**src/rtl/sleep_pkg.sv**
```systemverilog
package sleep_pkg;
   typedef enum logic [2:0] {
      ST_S0 = 3'd0,
      ST_S1 = 3'd1,
      ST_S3 = 3'd3,
      ST_S4 = 3'd4,
      ST_S5 = 3'd5
   } acpi_st_e;

   localparam int unsigned ST_W = 3;

   function automatic logic legal_target(input logic [ST_W-1:0] code);
      return (code == ST_S1) || (code == ST_S3) || (code == ST_S4) || (code == ST_S5);
   endfunction

   function automatic logic is_deep(input logic [ST_W-1:0] code);
      return (code == ST_S3) || (code == ST_S4) || (code == ST_S5);
   endfunction
endpackage

```
**src/rtl/sleep_sync.sv**
```systemverilog
module sleep_sync #(
   parameter int unsigned STAGES = 2,
   parameter int unsigned WIDTH = 1,
   parameter logic [WIDTH-1:0] RST_VAL = '0
) (
   input  logic             clk,
   input  logic             rst_n,
   input  logic [WIDTH-1:0] d,
   output logic [WIDTH-1:0] q
);
   logic [WIDTH-1:0] chain [STAGES];

   generate
      if (STAGES < 2) begin : g_bad_depth
         $error("sleep_sync: STAGES must be at least 2");
      end
      for (genvar i = 0; i < STAGES; i++) begin : g_stage
         always_ff @(posedge clk or negedge rst_n) begin
            if (!rst_n) chain[i] <= RST_VAL;
            else if (i == 0) chain[i] <= d;
            else chain[i] <= chain[(i == 0) ? 0 : i-1];
         end
      end
   endgenerate

   assign q = chain[STAGES-1];
endmodule

```
**src/rtl/sleep_fsm.sv**
```systemverilog
module sleep_fsm
   import sleep_pkg::*;
(
   input  logic            clk,
   input  logic            rst_n,
   input  logic            tgt_valid,
   input  logic [ST_W-1:0] tgt_state,
   input  logic            wake_s,
   input  logic            kill_s,
   input  logic            batt_s,
   output logic [ST_W-1:0] state_q,
   output logic            susp_n_q
);
   logic [ST_W-1:0] pend_q;
   logic            pend_v_q;
   logic            wake_ok;
   logic            take_req;

   always_comb begin
      wake_ok  = wake_s && (state_q != ST_S0) && !(batt_s && is_deep(state_q));
      take_req = tgt_valid && (state_q == ST_S0) && !pend_v_q && legal_target(tgt_state);
   end

   always_ff @(posedge clk or negedge rst_n) begin
      if (!rst_n) begin
         state_q  <= ST_S0;
         pend_q   <= ST_S0;
         pend_v_q <= 1'b0;
         susp_n_q <= 1'b1;
      end else if (kill_s) begin
         state_q  <= ST_S5;
         pend_v_q <= 1'b0;
         susp_n_q <= 1'b0;
      end else if (pend_v_q) begin
         state_q  <= pend_q;
         pend_v_q <= 1'b0;
      end else if (wake_ok) begin
         state_q  <= ST_S0;
         susp_n_q <= 1'b1;
      end else if (take_req) begin
         pend_q   <= tgt_state;
         pend_v_q <= 1'b1;
         susp_n_q <= 1'b0;
      end
   end
endmodule

```
**src/rtl/sleep_decode.sv**
```systemverilog
module sleep_decode
   import sleep_pkg::*;
#(
   parameter bit HAS_MGMT = 1'b1
) (
   input  logic [ST_W-1:0] state_q,
   input  logic            fw_present,
   input  logic            vreg_good,
   output logic            rail_main_n,
   output logic            rail_mem_n,
   output logic            rail_aux_n,
   output logic            rail_mgmt_n,
   output logic            deep_ind_n,
   output logic            clkgen_pg
);
   logic s4_grp;

   always_comb begin
      s4_grp      = (state_q == ST_S4) || (state_q == ST_S5);
      rail_main_n = !is_deep(state_q);
      rail_mem_n  = !s4_grp;
      rail_aux_n  = (state_q != ST_S5);
      deep_ind_n  = !s4_grp;
      clkgen_pg   = rail_main_n && vreg_good;
   end

   generate
      if (HAS_MGMT) begin : g_mgmt
         assign rail_mgmt_n = fw_present ? 1'b1 : rail_main_n;
      end else begin : g_no_mgmt
         logic unused_fw;
         assign unused_fw   = fw_present;
         assign rail_mgmt_n = rail_main_n;
      end
   endgenerate
endmodule

```
**src/rtl/sleep_state_ctrl.sv**
```systemverilog
module sleep_state_ctrl
   import sleep_pkg::*;
#(
   parameter int unsigned SYNC_STAGES = 2,
   parameter bit          HAS_MGMT    = 1'b1
) (
   input  logic       clk,
   input  logic       rst_n,
   input  logic       tgt_valid,
   input  logic [2:0] tgt_state,
   input  logic       wake_req,
   input  logic       overtemp_n,
   input  logic       force_off,
   input  logic       batt_weak,
   input  logic       vreg_good,
   input  logic       fw_present,
   output logic [2:0] sys_state,
   output logic       rail_main_n,
   output logic       rail_mem_n,
   output logic       rail_aux_n,
   output logic       rail_mgmt_n,
   output logic       deep_ind_n,
   output logic       suspending_n,
   output logic       clkgen_pg
);
   localparam int unsigned N_ASYNC = 4;
   localparam logic [N_ASYNC-1:0] ASYNC_RST = 4'b0100;

   logic [N_ASYNC-1:0] raw_in;
   logic [N_ASYNC-1:0] syn_in;
   logic               kill_s;

   assign raw_in = {batt_weak, overtemp_n, force_off, wake_req};

   sleep_sync #(.STAGES(SYNC_STAGES), .WIDTH(N_ASYNC), .RST_VAL(ASYNC_RST)) u_sync (
      .clk(clk), .rst_n(rst_n), .d(raw_in), .q(syn_in)
   );

   assign kill_s = !syn_in[2] || syn_in[1];

   sleep_fsm u_fsm (
      .clk(clk), .rst_n(rst_n),
      .tgt_valid(tgt_valid), .tgt_state(tgt_state),
      .wake_s(syn_in[0]), .kill_s(kill_s), .batt_s(syn_in[3]),
      .state_q(sys_state), .susp_n_q(suspending_n)
   );

   sleep_decode #(.HAS_MGMT(HAS_MGMT)) u_dec (
      .state_q(sys_state), .fw_present(fw_present), .vreg_good(vreg_good),
      .rail_main_n(rail_main_n), .rail_mem_n(rail_mem_n), .rail_aux_n(rail_aux_n),
      .rail_mgmt_n(rail_mgmt_n), .deep_ind_n(deep_ind_n), .clkgen_pg(clkgen_pg)
   );
endmodule

```
**config.mk**
```make
export PLATFORM = sky130hd
export DESIGN_NAME = sleep_state_ctrl
export DESIGN_NICKNAME = d
export VERILOG_FILES = /design/src/rtl/sleep_pkg.sv /design/src/rtl/sleep_sync.sv /design/src/rtl/sleep_fsm.sv /design/src/rtl/sleep_decode.sv /design/src/rtl/sleep_state_ctrl.sv
export SDC_FILE = /design/constraint.sdc
export NUM_CORES = 1
export LEC_CHECK = 0
export ABC_AREA = 1
export BUFFER_PORTS_ARGS = -buffer_cell sky130_fd_sc_hd__buf_2
export CAP_MARGIN = 20
export CORE_UTILIZATION = 42
export CTS_BUF_LIST = sky130_fd_sc_hd__clkbuf_16
export DETAILED_ROUTE_END_ITERATION = 10
export GPL_TIMING_DRIVEN = 0
export PLACE_DENSITY = 0.71
export SLEW_MARGIN = 25
export SYNTH_ARGS = -nofsm -noshare
export SYNTH_HDL_FRONTEND = slang
export SYNTH_SLANG_ARGS = --single-unit
```
**constraint.sdc**
```tcl
create_clock -name clk -period 1.1 [get_ports clk]
set_input_delay 0.165 -clock clk [delete_from_list [all_inputs] [get_ports clk]]
set_output_delay 0.165 -clock clk [all_outputs]
set_load 0.01 [all_outputs]
```
==> impl_metrics.json, run 1 <==
{
  "clock_skew_ns": 0.002711,
  "track_usage": 0.1718,
  "use_met2": 0.3219,
  "irDropWorstVdd_v": 0.001131,
  "violations": "negative setup slack",
  "place_hpwl_um": 771.2,
  "grt_overflow": 0,
  "worst_pin_slew_ns": 0.3315,
  "area_growth_pct": 63.55,
  "cp_data_arrival_time_ns": 1.28,
  "syn_area_um2": 655.6,
  "grt_pass1_vias": 562,
  "setup_viol": 16,
  "seq_area_frac_synth": 0.6164,
  "critPathMaxFanout": 3,
  "status": "complete, but fails checks",
  "grt.busiest_layer": "met2",
  "dpl_cell_area_um2": 794.5,
  "drtIter0Drc": 7,
  "multiInputGateArea_um2": 270.3,
  "crit_top_cell": "inv_2",
  "switchingPower_uw": 319.3,
  "critPathLaunchType": "flop",
  "critPathSlowestCell": "dfrtp_2",
  "p_leak_uw": 0.0005356,
  "post_drt_wl_per_cell_um": 11.86,
  "ys_types": 19,
  "rsz0062_at_grt": "yes",
  "viasPerCell": 4.853,
  "p_int_uw": 1208,
  "postRouteAntennaNets": 0,
  "fin_ws_ns": -0.3445,
  "regArea_um2": 407.9,
  "fp.coreArea_um2": 1383,
  "max_stage_delay_ns": 0.43,
  "die_h_um": 41.51,
  "grt.met3_usage": 0.03913,
  "ctsRootBufferMaster": "clkbuf_16",
  "final_cells": 116,
  "die_area_um2": 1723,
  "post-route-min-period_ns": 1.444,
  "grtUsageMet1": 0.1871,
  "max_freq_mhz": 692.3,
  "antenna_found_initial": 0,
  "via_count": 563,
  "fin_util": 0.7756,
  "holdCritPathClass": "in2reg",
  "maxSlewHeadroom": 0.7790,
  "synthCells": 64,
  "dp_cells": 100,
  "power_frac_comb": 0.129,
  "cts_max_path_buffers": 2,
  "crit_family": "flip-flops",
  "top_level_ports": 22,
  "gp_congestion": 0.7532,
  "dr.pass1.iters": 4,
  "fin_area_um2": 1072,
  "cts_buffers": 3,
  "port_buffers": 21,
  "path_clk_slew_ns": 0.05,
  "finalHoldViolations": 0,
  "crit_path_end_kind": "primary output",
  "avgSynthCellArea_um2": 10.24,
  "pwr-share-seq": 0.421,
  "cts_tree": "built",
  "drc": 0,
  "powerDensity_nw_per_um2": 1425,
  "grt_pass1_wl_um": 2242,
  "fill_cells": 104,
  "swShare": 0.2090,
  "initial_core_util": 0.4742,
  "core.rowCount": 13,
  "synth_fp_nets": 76,
  "synth_seq_cells": 16,
  "htreeDepth": 1,
  "clock_latency_ns": 0.24,
  "cts.sinks": 16,
  "maxSlewViolCount": 0,
  "die_x_um": 41.51,
  "worstPathCellList": "inv_2 -> nand3_2 -> nand2_4 -> inv_2 -> or2_4 -> buf_6",
  "wl_um": 1376,
  "clkPwrFrac": 0.450,
  "fin_nets": 114,
  "ys_warn_count": 0,
  "drive_above_1_share": 0.6238,
  "grt_max_degree": 17,
  "path_class": "reg2out",
  "crit_required_ns": 0.94,
  "worst-path-buf-inv": 3,
  "diodes": 0,
  "fin_crit_sh": 1.313,
  "maxCapViolCount": 0
}
## Yosys cell counts
master    count  share of area
a21boi_2      1          0.017
a21oi_1       3          0.023
buf_4         1          0.011
dfrtp_1      13           0.50
dfstp_2       3           0.12
inv_1         8          0.046
inv_2         2          0.011
nand2_1       9          0.052
nand2_2       4          0.038
nand3_1       3          0.023
nand3_2       2          0.031
nand4_1       1         0.0095
nor2_1        4          0.023
nor2_2        1         0.0095
nor2_4        1          0.017
nor3_2        1          0.015
o21ai_1       5          0.038
o22ai_1       1         0.0095
or2_1         1         0.0095
## repair_timing
| item | CTS | global route |
|---|---|---|
| setup buffers | 9 | 2 |
| resized for setup | 9 | 13 |
| cloned | 0 | 0 |
| setup endpoints to repair | 13 | 16 |
| pin swaps | 8 | 3 |
| hold buffers | 1 | 0 |
| endpoints found under the hold margin | 13 | 0 |
## final cells by class
cell class                 instances  share of cell area
buffer                             1             0.01050
clock buffer                       3             0.07001
clock inverter                     1            0.003501
inverter                          10             0.03501
multi-input combinational         37              0.2520
sequential                        16              0.3804
tap                               15             0.01750
timing repair buffer              33              0.2310
## per-layer routing
metal  up-vias  part of all wire
met5         -                 0
met4         0             0.010
met3         2             0.039
met2        22              0.57
met1       262              0.38
li1        277                 -
## placed cells by master, fill, tap and decap left out
master	instances
nor3_4	1
a21boi_2	1
nand2_4	2
buf_6	11
nand3_2	4
dfstp_2	3
nand2_2	2
nor2_4	3
nand3_4	1
nand4_1	1
inv_2	4
inv_1	6
buf_2	16
buf_4	6
nor2_1	3
clkinv_1	1
nand2_1	9
o21ai_1	4
dfrtp_2	3
or2_4	1
dfrtp_1	10
o22ai_2	1
o21ai_2	1
dlygate4sd3_1	1
a21oi_1	3
clkbuf_16	3
## worst paths after layout
kind | cells after the start | start | endpoint | slack, ns
max in group asynchronous | 2 | rst_n | u_sync.chain[6] | 0.46
worst max register to register | 6 | u_fsm.state_q[2] | u_fsm.pend_q[0] | -0.20
worst max-delay path | 6 | u_fsm.state_q[2] | rail_mgmt_n | -0.34
worst min register to register | 0 | u_sync.chain[4] | u_sync.q[0] | 0.35
worst min-delay path | 1 | overtemp_n | u_sync.chain[6] | 0.02
min in group asynchronous | 2 | rst_n | u_sync.chain[4] | 0.35
## through the flow
step	setup TNS [ns]	total power [uW]	setup WS (ns)	hold slack, ns
final	-2.593	1528	-0.3445	0.02158
after global routing	-3.433	1595	-0.3889	0.009679
after CTS	-1.932	1519	-0.3010	0.01722
after detailed placement	-0.4537	780.7	-0.1385	0.08679
after global placement	-0.3664	776.8	-0.1358	0.08222
after floorplan	-0.06145	721.5	-0.06145	-0.1306
## kinds of logic after synthesis
kind of cell | count (synthesis) | share of synthesized area
AOI/OAI and AO/OA | 10 | 0.08778
buffers and inverters | 11 | 0.06871
DFF | 16 | 0.6164
and+or+nand+nor | 27 | 0.2271
## power groups by stage
stage | clock network (uW) | registers (uW) | logic (uW)
5_1_grt | 732 | 646 | 218
3_5_place_dp | 0 | 652 | 129
3_3_place_gp | 0 | 650 | 127
6_report | 687 | 643 | 198
2_1_floorplan | 0 | 652 | 69.7
4_1_cts | 705 | 641 | 172
## sequential cells by signal (all words and copies together), names as in the netlist
name,count
u_fsm.pend_v_q,1
u_fsm.susp_n_q,1
u_fsm.state_q,3
u_sync.q,4
u_sync.chain,4
u_fsm.pend_q,3
Note: power is estimated with default switching activity, not from simulation.
==> run 2, diff against run 1 <==
- SETUP_SLACK_MARGIN: not set -> 0.05
- TNS_END_PERCENT: not set -> 5
==> run 2 against run 1 <==
The run still ends with negative setup slack left. Wire length decreased by 10%. Clock-buffer cell count unchanged. Register-to-register slack improved by 0.02 ns. Die area unchanged. Cell count decreased by 4.3%. Utilization decreased by 7.0 points. Largest cell class unchanged. Largest power group unchanged.
==> impl_metrics.json, run 2 (synthesized netlist as in run 1, its figures left out) <==
{
  "p_int_uw": 1185,
  "die_h_um": 41.51,
  "viasPerCell": 4.919,
  "fin_crit_sh": 1.275,
  "cp_data_arrival_time_ns": 1.24,
  "gp_congestion": 0.7441,
  "ctsRootBufferMaster": "clkbuf_16",
  "finalHoldViolations": 0,
  "wl_um": 1235,
  "antenna_found_initial": 0,
  "postRouteAntennaNets": 0,
  "cts_tree": "built",
  "diodes": 0,
  "max_freq_mhz": 713.0,
  "core.rowCount": 13,
  "via_count": 546,
  "powerDensity_nw_per_um2": 1534,
  "cts.sinks": 16,
  "cp-endpoint": "rail_mgmt_n",
  "r2r-end": "u_fsm.pend_q[0]",
  "holdCritPathClass": "in2reg",
  "r2r_start": "u_fsm.state_q[2]",
  "die_x_um": 41.51,
  "rsz0062_at_grt": "yes",
  "clock_latency_ns": 0.24,
  "fp.coreArea_um2": 1383,
  "grt_pass1_wl_um": 2194,
  "post-route-min-period_ns": 1.402,
  "status": "complete, but fails checks",
  "crit_path_end_kind": "primary output",
  "htreeDepth": 1,
  "setup_tns_ns": -1.929,
  "dr.pass1.iters": 3,
  "irDropWorstVdd_v": 0.001478,
  "max_stage_delay_ns": 0.43,
  "power.total_uw": 1497,
  "regToRegSetupSlack_ns": -0.18,
  "clock_skew_ns": 0.002474,
  "worstPathCellList": "inv_2 -> nand2_2 -> nand2_2 -> inv_2 -> or2_4 -> buf_6",
  "p_leak_uw": 0.0004919,
  "worst_pin_slew_ns": 0.3312,
  "crit_family": "flip-flops",
  "setup_viol": 15,
  "mostFrequentLayoutCell": "buf_2",
  "violations": "negative setup slack",
  "clkPwrFrac": 0.461,
  "fin_nets": 109,
  "critPathMaxFanout": 4,
  "port_buffers": 21,
  "worst-path-stages": 6,
  "critPathLaunchType": "flop",
  "track_usage": 0.1735,
  "layout_common_cells": "18 x buf_2, 10 x dfrtp_1, 9 x nand2_1",
  "grt_max_degree": 17,
  "grt_pass1_vias": 529,
  "initial_core_util": 0.4742,
  "cts_max_path_buffers": 2,
  "top_level_ports": 22,
  "switchingPower_uw": 311.8,
  "drive_above_1_share": 0.5625,
  "post_drt_wl_per_cell_um": 11.13,
  "place_hpwl_um": 783.1,
  "fin_ws_ns": -0.3024,
  "drtIter0Drc": 3,
  "reg2regPathDepth": 5,
  "maxCapViolCount": 0,
  "critPathSlowestCell": "dfrtp_2",
  "die_area_um2": 1723,
  "drc": 0,
  "path_clk_slew_ns": 0.05,
  "dp_slack_ns": -0.1484,
  "worstSetupStartpoint": "u_fsm.state_q[1]",
  "swShare": 0.2083,
  "fin_util": 0.7059,
  "pwr-share-seq": 0.430,
  "worst-path-buf-inv": 3,
  "grt_overflow": 0,
  "cts_buffers": 3,
  "maxSlewViolCount": 0,
  "crit_required_ns": 0.94,
  "path_class": "reg2out",
  "power_frac_comb": 0.109,
  "maxSlewHeadroom": 0.7792,
  "area_growth_pct": 48.85
}
[run 2: cell count changes in the layout (fill, tap and decap cells not counted), moves of 2 or more]
cell / change
buf_2: +2
buf_6: -8
nand2_2: +2
nand2_4: -2
nand3_1: +2
nand3_2: -3
[run 2: timing repair]
item                       4_1_cts  5_1_grt
hold buffers                     1        0
setup endpoints to repair       15       16
pin swaps                        4        1
buffers inserted                 6        0
hold endpoints to repair        13        0
gates resized for setup          6        4
[run 2: how the worst min path moves through the flow]
stage,from,cells after the start,endpoint,slack [ns]
after detailed placement,rst_n,1,u_fsm.pend_v_q,0.09
after floorplan,rst_n,0,u_fsm.pend_q[0],-0.13
final,overtemp_n,1,u_sync.chain[6],0.02
after global placement,rst_n,1,u_fsm.pend_v_q,0.08
after CTS,overtemp_n,1,u_sync.chain[6],0.02
after global routing,overtemp_n,1,u_sync.chain[6],0.02
[run 2: layer usage]
layer  vias up  wire length [um]  track usage
met5         -                 0            0
met4         0                34       0.1161
met3         4                49      0.03913
met2        20               665       0.3000
met1       253               486       0.1866
li1        269                 -            -
[run 2: stage by stage]
stage | area [um^2] | hold WS, ns | std cells
after floorplan | 665.6 | -0.1306 | 64
after global placement | 789.5 | 0.08209 | 100
after detailed placement | 789.5 | 0.08737 | 100
after CTS | 948.4 | 0.01798 | 111
after global routing | 975.9 | 0.01806 | 111
final | 975.9 | 0.01881 | 111
[run 2: cell type report]
| type | count | area, um^2 |
|---|---|---|
| plain buffers | 1 | 7.507 |
| clock buffers | 3 | 75.07 |
| clock inverters | 1 | 3.754 |
| fillers | 104 | 406.6 |
| inverters | 10 | 37.54 |
| multi-input cells | 37 | 246.5 |
| flip-flops and latches | 16 | 407.9 |
| well taps | 15 | 18.77 |
| repair buffers | 28 | 178.9 |
[run 2: power by group through the flow]
stage | Combinational [uW] | Sequential, uW | Clock (uW)
after floorplan | 67.8 | 651 | 0
after global placement | 125 | 650 | 0
after detailed placement | 128 | 651 | 0
after CTS | 155 | 643 | 696
after global routing | 183 | 647 | 727
final | 163 | 644 | 690
